===== src/rtl/pdm_pkg.sv =====
package pdm_pkg;
  parameter int unsigned PDM_CW  = 8;
  parameter int unsigned PDM_HSW = 8;
  localparam int unsigned NPORT  = 2;

  typedef logic [PDM_CW-1:0] chan_t;

  typedef struct packed {
    chan_t r;
    chan_t g;
    chan_t b;
  } pix_t;

  typedef struct packed {
    logic               dual;
    logic               par;
    logic               swap;
    logic               pol;
    logic [PDM_HSW-1:0] width;
  } cfg_t;

  localparam cfg_t CFG_RESET = '{dual: 1'b0, par: 1'b0, swap: 1'b0,
                                 pol: 1'b1, width: {PDM_HSW{1'b0}}};
endpackage


===== src/rtl/pdm_steer.sv =====
module pdm_steer
  import pdm_pkg::*;
(
  input  logic               clk,
  input  logic               rst_n,
  input  logic               in_valid,
  input  logic               in_hsync,
  input  pix_t               in_pix,
  input  logic               cfg_dual,
  input  logic               cfg_parallel,
  input  logic               cfg_swap,
  input  logic               cfg_sync_pol,
  input  logic [PDM_HSW-1:0] cfg_sync_width,
  output logic               s1_valid,
  output logic               s1_first,
  output logic               s1_slot,
  output pix_t               s1_pix,
  output cfg_t               s1_cfg
);
  cfg_t act_q;
  cfg_t cfg_new;
  cfg_t cfg_cur;
  logic next_q;
  logic slot;
  logic line_start;

  // configuration is captured only on the marked beat of a line
  always_comb begin
    cfg_new    = '{dual: cfg_dual, par: cfg_parallel, swap: cfg_swap,
                   pol: cfg_sync_pol, width: cfg_sync_width};
    line_start = in_valid & in_hsync;
    cfg_cur    = line_start ? cfg_new : act_q;
    slot       = line_start ? 1'b0 : next_q;
  end

  always_ff @(posedge clk or negedge rst_n) begin
    if (!rst_n) begin
      act_q    <= CFG_RESET;
      next_q   <= 1'b0;
      s1_valid <= 1'b0;
      s1_first <= 1'b0;
      s1_slot  <= 1'b0;
      s1_pix   <= '0;
      s1_cfg   <= CFG_RESET;
    end else begin
      if (line_start) act_q <= cfg_new;
      if (in_valid)   next_q <= ~slot;
      s1_valid <= in_valid;
      s1_first <= line_start;
      s1_slot  <= slot;
      if (in_valid) s1_pix <= in_pix;
      s1_cfg   <= cfg_cur;
    end
  end
endmodule


===== src/rtl/pdm_pack.sv =====
module pdm_pack
  import pdm_pkg::*;
(
  input  logic clk,
  input  logic rst_n,
  input  logic s1_valid,
  input  logic s1_slot,
  input  pix_t s1_pix,
  input  logic dual,
  input  logic par,
  input  logic swap,
  output pix_t port_a,
  output pix_t port_b,
  output logic upd_a,
  output logic upd_b,
  output logic dclk_en,
  output logic b_oe
);
  logic [NPORT-1:0] wr;
  pix_t             wdata [NPORT];
  pix_t             port_q [NPORT];
  logic [NPORT-1:0] upd_q;
  pix_t             hold_q;
  logic             port_sel;

  always_comb begin
    wr       = '0;
    wdata[0] = s1_pix;
    wdata[1] = s1_pix;
    port_sel = s1_slot ^ swap;
    if (s1_valid) begin
      if (!dual) begin
        wr[0] = 1'b1;
      end else if (!par) begin
        wr[port_sel] = 1'b1;
      end else if (s1_slot) begin
        wr            = '1;
        wdata[swap]   = hold_q;
        wdata[!swap]  = s1_pix;
      end
    end
  end

  always_ff @(posedge clk or negedge rst_n) begin
    if (!rst_n) begin
      hold_q  <= '0;
      dclk_en <= 1'b0;
      b_oe    <= 1'b0;
    end else begin
      if (s1_valid && dual && par && !s1_slot) hold_q <= s1_pix;
      dclk_en <= s1_valid & (~dual | s1_slot);
      b_oe    <= dual;
    end
  end

  for (genvar p = 0; p < NPORT; p++) begin : g_port
    always_ff @(posedge clk or negedge rst_n) begin
      if (!rst_n) begin
        port_q[p] <= '0;
        upd_q[p]  <= 1'b0;
      end else begin
        if (wr[p]) port_q[p] <= wdata[p];
        upd_q[p] <= wr[p];
      end
    end
  end

  assign port_a = port_q[0];
  assign port_b = port_q[1];
  assign upd_a  = upd_q[0];
  assign upd_b  = upd_q[1];
endmodule


===== src/rtl/pdm_sync.sv =====
module pdm_sync
  import pdm_pkg::*;
(
  input  logic               clk,
  input  logic               rst_n,
  input  logic               trig,
  input  logic               pol,
  input  logic [PDM_HSW-1:0] width,
  output logic               hs_out
);
  logic [PDM_HSW-1:0] cnt_q;
  logic               pol_q;
  logic               busy;

  always_ff @(posedge clk or negedge rst_n) begin
    if (!rst_n) begin
      cnt_q <= '0;
      pol_q <= 1'b1;
    end else begin
      pol_q <= pol;
      if (trig)             cnt_q <= width;
      else if (cnt_q != '0) cnt_q <= cnt_q - 1'b1;
    end
  end

  assign busy   = (cnt_q != '0);
  assign hs_out = pol_q ? busy : ~busy;
endmodule


===== src/rtl/pdm_pixel_demux.sv =====
module pdm_pixel_demux
  import pdm_pkg::*;
(
  input  logic               clk,
  input  logic               rst_n,
  input  logic               in_valid,
  input  logic               in_hsync,
  input  logic [PDM_CW-1:0]  in_r,
  input  logic [PDM_CW-1:0]  in_g,
  input  logic [PDM_CW-1:0]  in_b,
  input  logic               cfg_dual,
  input  logic               cfg_parallel,
  input  logic               cfg_swap,
  input  logic               cfg_sync_pol,
  input  logic [PDM_HSW-1:0] cfg_sync_width,
  output logic [PDM_CW-1:0]  out_a_r,
  output logic [PDM_CW-1:0]  out_a_g,
  output logic [PDM_CW-1:0]  out_a_b,
  output logic [PDM_CW-1:0]  out_b_r,
  output logic [PDM_CW-1:0]  out_b_g,
  output logic [PDM_CW-1:0]  out_b_b,
  output logic               out_b_oe,
  output logic               out_a_upd,
  output logic               out_b_upd,
  output logic               out_dclk_en,
  output logic               out_hsync
);
  pix_t in_pix;
  logic s1_valid;
  logic s1_first;
  logic s1_slot;
  pix_t s1_pix;
  cfg_t s1_cfg;
  pix_t port_a;
  pix_t port_b;
  logic b_oe;

  assign in_pix = '{r: in_r, g: in_g, b: in_b};

  pdm_steer u_steer (
    .clk            (clk),
    .rst_n          (rst_n),
    .in_valid       (in_valid),
    .in_hsync       (in_hsync),
    .in_pix         (in_pix),
    .cfg_dual       (cfg_dual),
    .cfg_parallel   (cfg_parallel),
    .cfg_swap       (cfg_swap),
    .cfg_sync_pol   (cfg_sync_pol),
    .cfg_sync_width (cfg_sync_width),
    .s1_valid       (s1_valid),
    .s1_first       (s1_first),
    .s1_slot        (s1_slot),
    .s1_pix         (s1_pix),
    .s1_cfg         (s1_cfg)
  );

  pdm_pack u_pack (
    .clk      (clk),
    .rst_n    (rst_n),
    .s1_valid (s1_valid),
    .s1_slot  (s1_slot),
    .s1_pix   (s1_pix),
    .dual     (s1_cfg.dual),
    .par      (s1_cfg.par),
    .swap     (s1_cfg.swap),
    .port_a   (port_a),
    .port_b   (port_b),
    .upd_a    (out_a_upd),
    .upd_b    (out_b_upd),
    .dclk_en  (out_dclk_en),
    .b_oe     (b_oe)
  );

  pdm_sync u_sync (
    .clk    (clk),
    .rst_n  (rst_n),
    .trig   (s1_valid & s1_first),
    .pol    (s1_cfg.pol),
    .width  (s1_cfg.width),
    .hs_out (out_hsync)
  );

  // port B reads zero while its output enable is low
  assign out_a_r  = port_a.r;
  assign out_a_g  = port_a.g;
  assign out_a_b  = port_a.b;
  assign out_b_r  = b_oe ? port_b.r : '0;
  assign out_b_g  = b_oe ? port_b.g : '0;
  assign out_b_b  = b_oe ? port_b.b : '0;
  assign out_b_oe = b_oe;
endmodule


===== config.mk =====
export PLATFORM = sky130hd
export DESIGN_NAME = pdm_pixel_demux
export DESIGN_NICKNAME = d
export VERILOG_FILES = /design/src/rtl/pdm_pkg.sv /design/src/rtl/pdm_steer.sv /design/src/rtl/pdm_pack.sv /design/src/rtl/pdm_sync.sv /design/src/rtl/pdm_pixel_demux.sv
export SDC_FILE = /design/constraint.sdc
export NUM_CORES = 1
export LEC_CHECK = 0
export ABC_AREA = 0
export BUFFER_PORTS_ARGS = -buffer_cell sky130_fd_sc_hd__buf_2
export CAP_MARGIN = 20
export CELL_PAD_IN_SITES_DETAIL_PLACEMENT = 1
export CELL_PAD_IN_SITES_GLOBAL_PLACEMENT = 2
export CORE_ASPECT_RATIO = 1.1
export CORE_MARGIN = 3
export CORE_UTILIZATION = 41
export CTS_BUF_LIST = sky130_fd_sc_hd__clkbuf_16
export CTS_CLUSTER_DIAMETER = 30
export DETAILED_ROUTE_END_ITERATION = 16
export GPL_TIMING_DRIVEN = 0
export PLACE_DENSITY_LB_ADDON = 0.08
export SETUP_SLACK_MARGIN = 0.05
export SYNTH_ARGS = -nofsm -noshare
export SYNTH_HDL_FRONTEND = slang
export SYNTH_SLANG_ARGS = --single-unit

===== constraint.sdc =====
create_clock -name clk -period 4.33 [get_ports clk]
set_clock_uncertainty 0.2 [all_clocks]
set_input_delay 0 -clock clk [delete_from_list [all_inputs] [get_ports clk]]
set_output_delay 0 -clock clk [all_outputs]
set_load 0.1 [all_outputs]

# Word-level counts from Yosys, hierarchy flattened
# Cells that the tools add are included.
[op_classes]
n_div = 0
magnitude_cmp = 6
multipliers = 0
eq_ne = 0
muxes = 24
n_shift = 0
n_bitwise = 10
n_reduce_logical = 10
addsub = 1
[ops]
columns = ["op", "n"]
rows = [
  ["$mux 48", 4],
  ["$bwmux 48", 2],
  ["$demux 24 s1", 2],
  ["$mux 24", 2],
  ["$mux 8", 5],
  ["$reduce_bool 8->1", 1],
  ["$sub 8x1->8 const B", 1],
  ["$logic_and 1x1->1", 6],
  ["$mux 2", 3],
  ["$mux 1", 5],
  ["$ge 2x2->1 const B", 2],
  ["$lt 2x1->1 const B", 2],
  ["$not 1->2", 2],
  ["$and 1x1->1", 3],
  ["$not 1->1", 3],
  ["$logic_not 1->1", 2],
  ["$lt 1x2->1 const B", 1],
  ["$reduce_bool 2->1", 1],
  ["$demux 1 s1", 1],
  ["$ge 1x1->1 const B", 1],
  ["$or 1x1->1", 1],
  ["$xor 1x1->1", 1],
]
[word_totals]
n_memories = 0
elab_cells = 78
out_inout_bits = 53
mem_bits_rw = 0
mem_bits_ro = 0
regBits = 125
in_bits = 40
latch_bits = 0

# Depth between registers and ports, before layout
[logic_depth]
ltp_word = 11
depth_mapped = 6
ltp_nobuf = 6

# Cells and area by module
# A second synthesis with hierarchy kept.
[hier_totals]
cells_unflattened = 422
hier_area_um2 = 5631.7
[modules_own_cells]
columns = ["module", "area_per_inst_um2", "instances", "seq_area_each_um2", "cells_per_inst"]
rows = [
  ["pdm_pack", 3363.2, 1, 1901.8, 248],
  ["pdm_steer", 1511.4, 1, 1002.2, 86],
  ["pdm_sync", 555.5, 1, 226.5, 61],
  ["pdm_pixel_demux", 201.4, 1, 0.0, 27],
]

# Worst setup path before layout
# No wires, ideal clock.
[synth_timing]
path_kind = "reg-to-output"
from = "register u_sync.cnt_q[3]"
to = "output out_hsync"
arrival_ns = 2.672
setup_slack_ns = 1.458
path_stages_with_launch = 4
path_buffers = 0
required_ns = 4.130
cell_sequence = "dfrtp_1 > or4_1 > nor3_4 > xor2_1"
[synth_via]
elab_chain_cells = 3
[synth_rtl]
columns = ["element", "line_no", "rtl"]
rows = [
  ["from (decl)", "pdm_sync.sv:11", "logic [PDM_HSW-1:0] cnt_q;"],
  ["from (signal assigned)", "pdm_sync.sv:21", "if (trig) cnt_q <= width;"],
  ["from (signal assigned)", "pdm_sync.sv:22", "else if (cnt_q != '0) cnt_q <= cnt_q - 1'b1;"],
  ["$reduce_bool 8->1 *", "pdm_sync.sv:26", "assign busy = (cnt_q != '0);"],
  ["$not 1->1", "pdm_sync.sv:27", "assign hs_out = pol_q ? busy : ~busy;"],
  ["$mux 1 *", "pdm_sync.sv:27", ""],
  ["to (decl)", "pdm_pixel_demux.sv:26", "output logic out_hsync"],
]
# Every way passes the cells marked *; elsewhere a longest branch is shown, timed or not.

# Worst setup path after layout
# Ends and elaborated chain as after synthesis.

==> run_results.csv <==
group,metric,value,unit
cells_and_area,fin_nets,613,
yosys,synth_area_leader_cell,"dfrtp_1",
grt,grt_use_met2,0.335,
grt,overflow,0,
cells_and_area,syn_to_final_growth,30.1,%
grt,grt_pass1_wl,21.6,mm
floorplan,core-area,12900,um2
floorplan,ios,93,
clocking,numCtsBuffers,17,
critical_path,cp_max_fo,5,
critical_path,critPathKind,"reg -> out",
yosys,syn_area,5510,um2
yosys,synth_nets,457,
clocking,numClockSinks,125,
floorplan,floorplan.initialDensity,0.429,
timing,max-slew-margin-rel,0.542,
timing,fmax,0.387,GHz
yosys,avgSynthCellArea,13.2,um2
critical_path,start_kind,"flip-flop",
critical_path,worstPathCellList,"or4_1, nor3_4, xor2_1, buf_2",
cells_and_area,finish.utilization,0.557,
place,place_ws,2150,ps
drt,postRouteAntennaNets,0,
clocking,root_buffer,"clkbuf_16",
drt,wl_per_cell,17.7,um
timing,setup_tns,0,ps
timing,min_period_over_period,0.597,
worst_hold_path,hp-class,"in -> reg",
pwr,vdd_ir_drop_max,0.000351,V
critical_path,cp_slowest_cell,"or4_1",
place,hpwl,8.60,mm
job,cap_viol_max_count,0,
drt,remaining_drc_errors,0,
timing,max_slew.worst_pin.slew,687,ps
drt,drt_iter0_markers,121,
grt,grtUsageMet1,0.223,
grt,antenna_found_initial,0,
yosys,yosysSeqAreaShare,0.568,
place,port_buffers,92,
timing,finalMaxSlewViolations,0,
floorplan,rows,43,
grt,grt_pass1_vias,4272,
drt,postRouteWirelength,13.1,mm
clocking,clock_latency,410,ps
drt,first_pass_iters,4,
grt,top_usage_layer,"met2",
cells_and_area,n_antenna_cell,0,
clocking,clockBufferDepth,2,
yosys,synth_top_area_share,0.558,
yosys,synth-seq-cells,125,
pwr,leakage,0.00328,uW
clocking,cts_tree,"yes",
clocking,cts_setup_buffers,0,
cells_and_area,nFillCells,1339,
floorplan,die_h,128,um
timing,setup_viol,0,
timing,rsz0062_at_grt,"no",
place,dp.cells,666,
critical_path,arrival,2390,ps
grt,grt_use_total,0.192,
drt,vias_per_cell,5.04,
timing,hold_viol,0,
yosys,ys_types,33,
grt,grt_max_degree,94,
clocking,cts_max_level,4,
timing,setup_ws,1740,ps
grt,met3_usage,0.0587,
clocking,cts.clk_slew.worst_paths,50,ps
cells_and_area,layout.cells.non_filler,742,
critical_path,crit_path_end_kind,"output pin",
critical_path,cp.required,4130,ps
pwr,power_density,686,nW/um2
timing,min_period,2590,ps
cells_and_area,mostFrequentLayoutCells,"dfrtp_1 (123), buf_2 (98), mux2_2 (88), dlygate4sd3_1 (43), nor2_1 (33)",
drt,vias,3742,
cells_and_area,layout.cells.most_common,"dfrtp_1",
yosys,synth_top_cells_by_area,"dfrtp_1 (56%), mux2_2 (18%), mux2_4 (5.4%)",
outcome,status,"finished, final reports clean",
place,gp_congestion,0.708,
floorplan,dieWidth,117,um
yosys,synth_cells,416,
floorplan,fp.dieArea,14900,um2
critical_path,cp_slowest_stage_delay,620,ps
cells_and_area,drive_gt1_frac,0.410,
yosys,ys.warnings.count,0,
==> what timing repair did <==
| action | CTS | global route |
|---|---|---|
| hold buffers | 44 | 0 |
| resized for setup | 0 | 0 |
| endpoints found under the hold margin | 161 | 0 |
| endpoints found under the setup margin | 0 | 0 |
==> area by class of cell <==
type,instances,area [um2],area share
flip-flops and latches,125,3130,0.437
plain buffers,22,114,0.0159
clock buffers,17,425,0.0593
well taps,157,196,0.0274
multi-input cells,263,2240,0.313
repair buffers,137,945,0.132
clock inverters,15,90.1,0.0126
inverters,6,22.5,0.00314
==> metrics by stage <==
step                hold WS (ps)  area (um2)  power, uW
CTS                         44.8        7170       4980
floorplan                   -496        5510       3290
global placement           -61.8        6170       3610
detailed placement          -290        6200       3670
finish                      72.0        7170       4920
global route                49.3        7170       5170
==> worst max-delay path, delay by kind of cell (launching register included) <==
kind,cells,cell delay [ps]
xor gates and xnor gates,1,170
buffers and inverters,1,440
DFF,1,430
and+or+nand+nor,2,920
==> cells by family (layout without fill, tap and decap cells) <==
group	count (synthesis)	in the layout	synth area share
buffers and inverters	28	197	0.0247
and+or+nand+nor	84	84	0.0781
AOI/OAI and AO/OA	39	39	0.0375
adders and majority gates	1	1	0.00227
xor gates and xnor gates	5	5	0.00795
DFF	125	125	0.568
muxes	134	134	0.281
==> synthesized netlist by cell type, drive strengths merged <==
cell type and instances:
nor2 34, nor3 2, xor2 2, nand2b 3, mux2 108, nor2b 3, o211ai 1, nand4 2
xnor2 3, and2 26, or2 1, buf 14, clkbuf 8, inv 6, or3 1, ha 1
or4 1, o21ai 6, nor4 1, a31oi 3, and3 1, o31ai 2, dfrtp 123, a21oi 27
dfstp 2, mux2i 26, nand2 9
==> path summary, 6_finish.rpt <==
check	start	to	slack [ps]	cells past startpoint
setup / recovery	u_sync.cnt_q[3]	out_hsync	1740	4
setup reg to reg	u_steer.s1_slot	u_pack.port_a[11]	2180	5
min in group asynchronous	rst_n	u_sync.cnt_q[3]	450	4
max in group asynchronous	rst_n	u_pack.hold_q[14]	3010	4
hold / removal	in_valid	u_steer.s1_valid	70	2
hold reg to reg	u_steer.s1_cfg[8]	u_sync.pol_q	160	0
==> flip-flops by register name, indices dropped and copies added (netlist names), 8 cells and up <==
register	cells
u_sync.cnt_q	8
u_steer.s1_pix	24
u_steer.s1_cfg	12
u_pack.port_a	24
u_pack.port_b	24
u_pack.hold_q	24
==> per-layer routing <==
metal  up-vias  wire (um)
met4         0        201
met2        63       6970
met3        21        534
li1       1755          -
met5         -          0
met1      1903       5430
==> where the power goes <==
part           internal (uW)  switching [uW]
Sequential              1540             243
Clock                    762             484
Combinational            533            1360
Power figures use the tool's default switching activity.
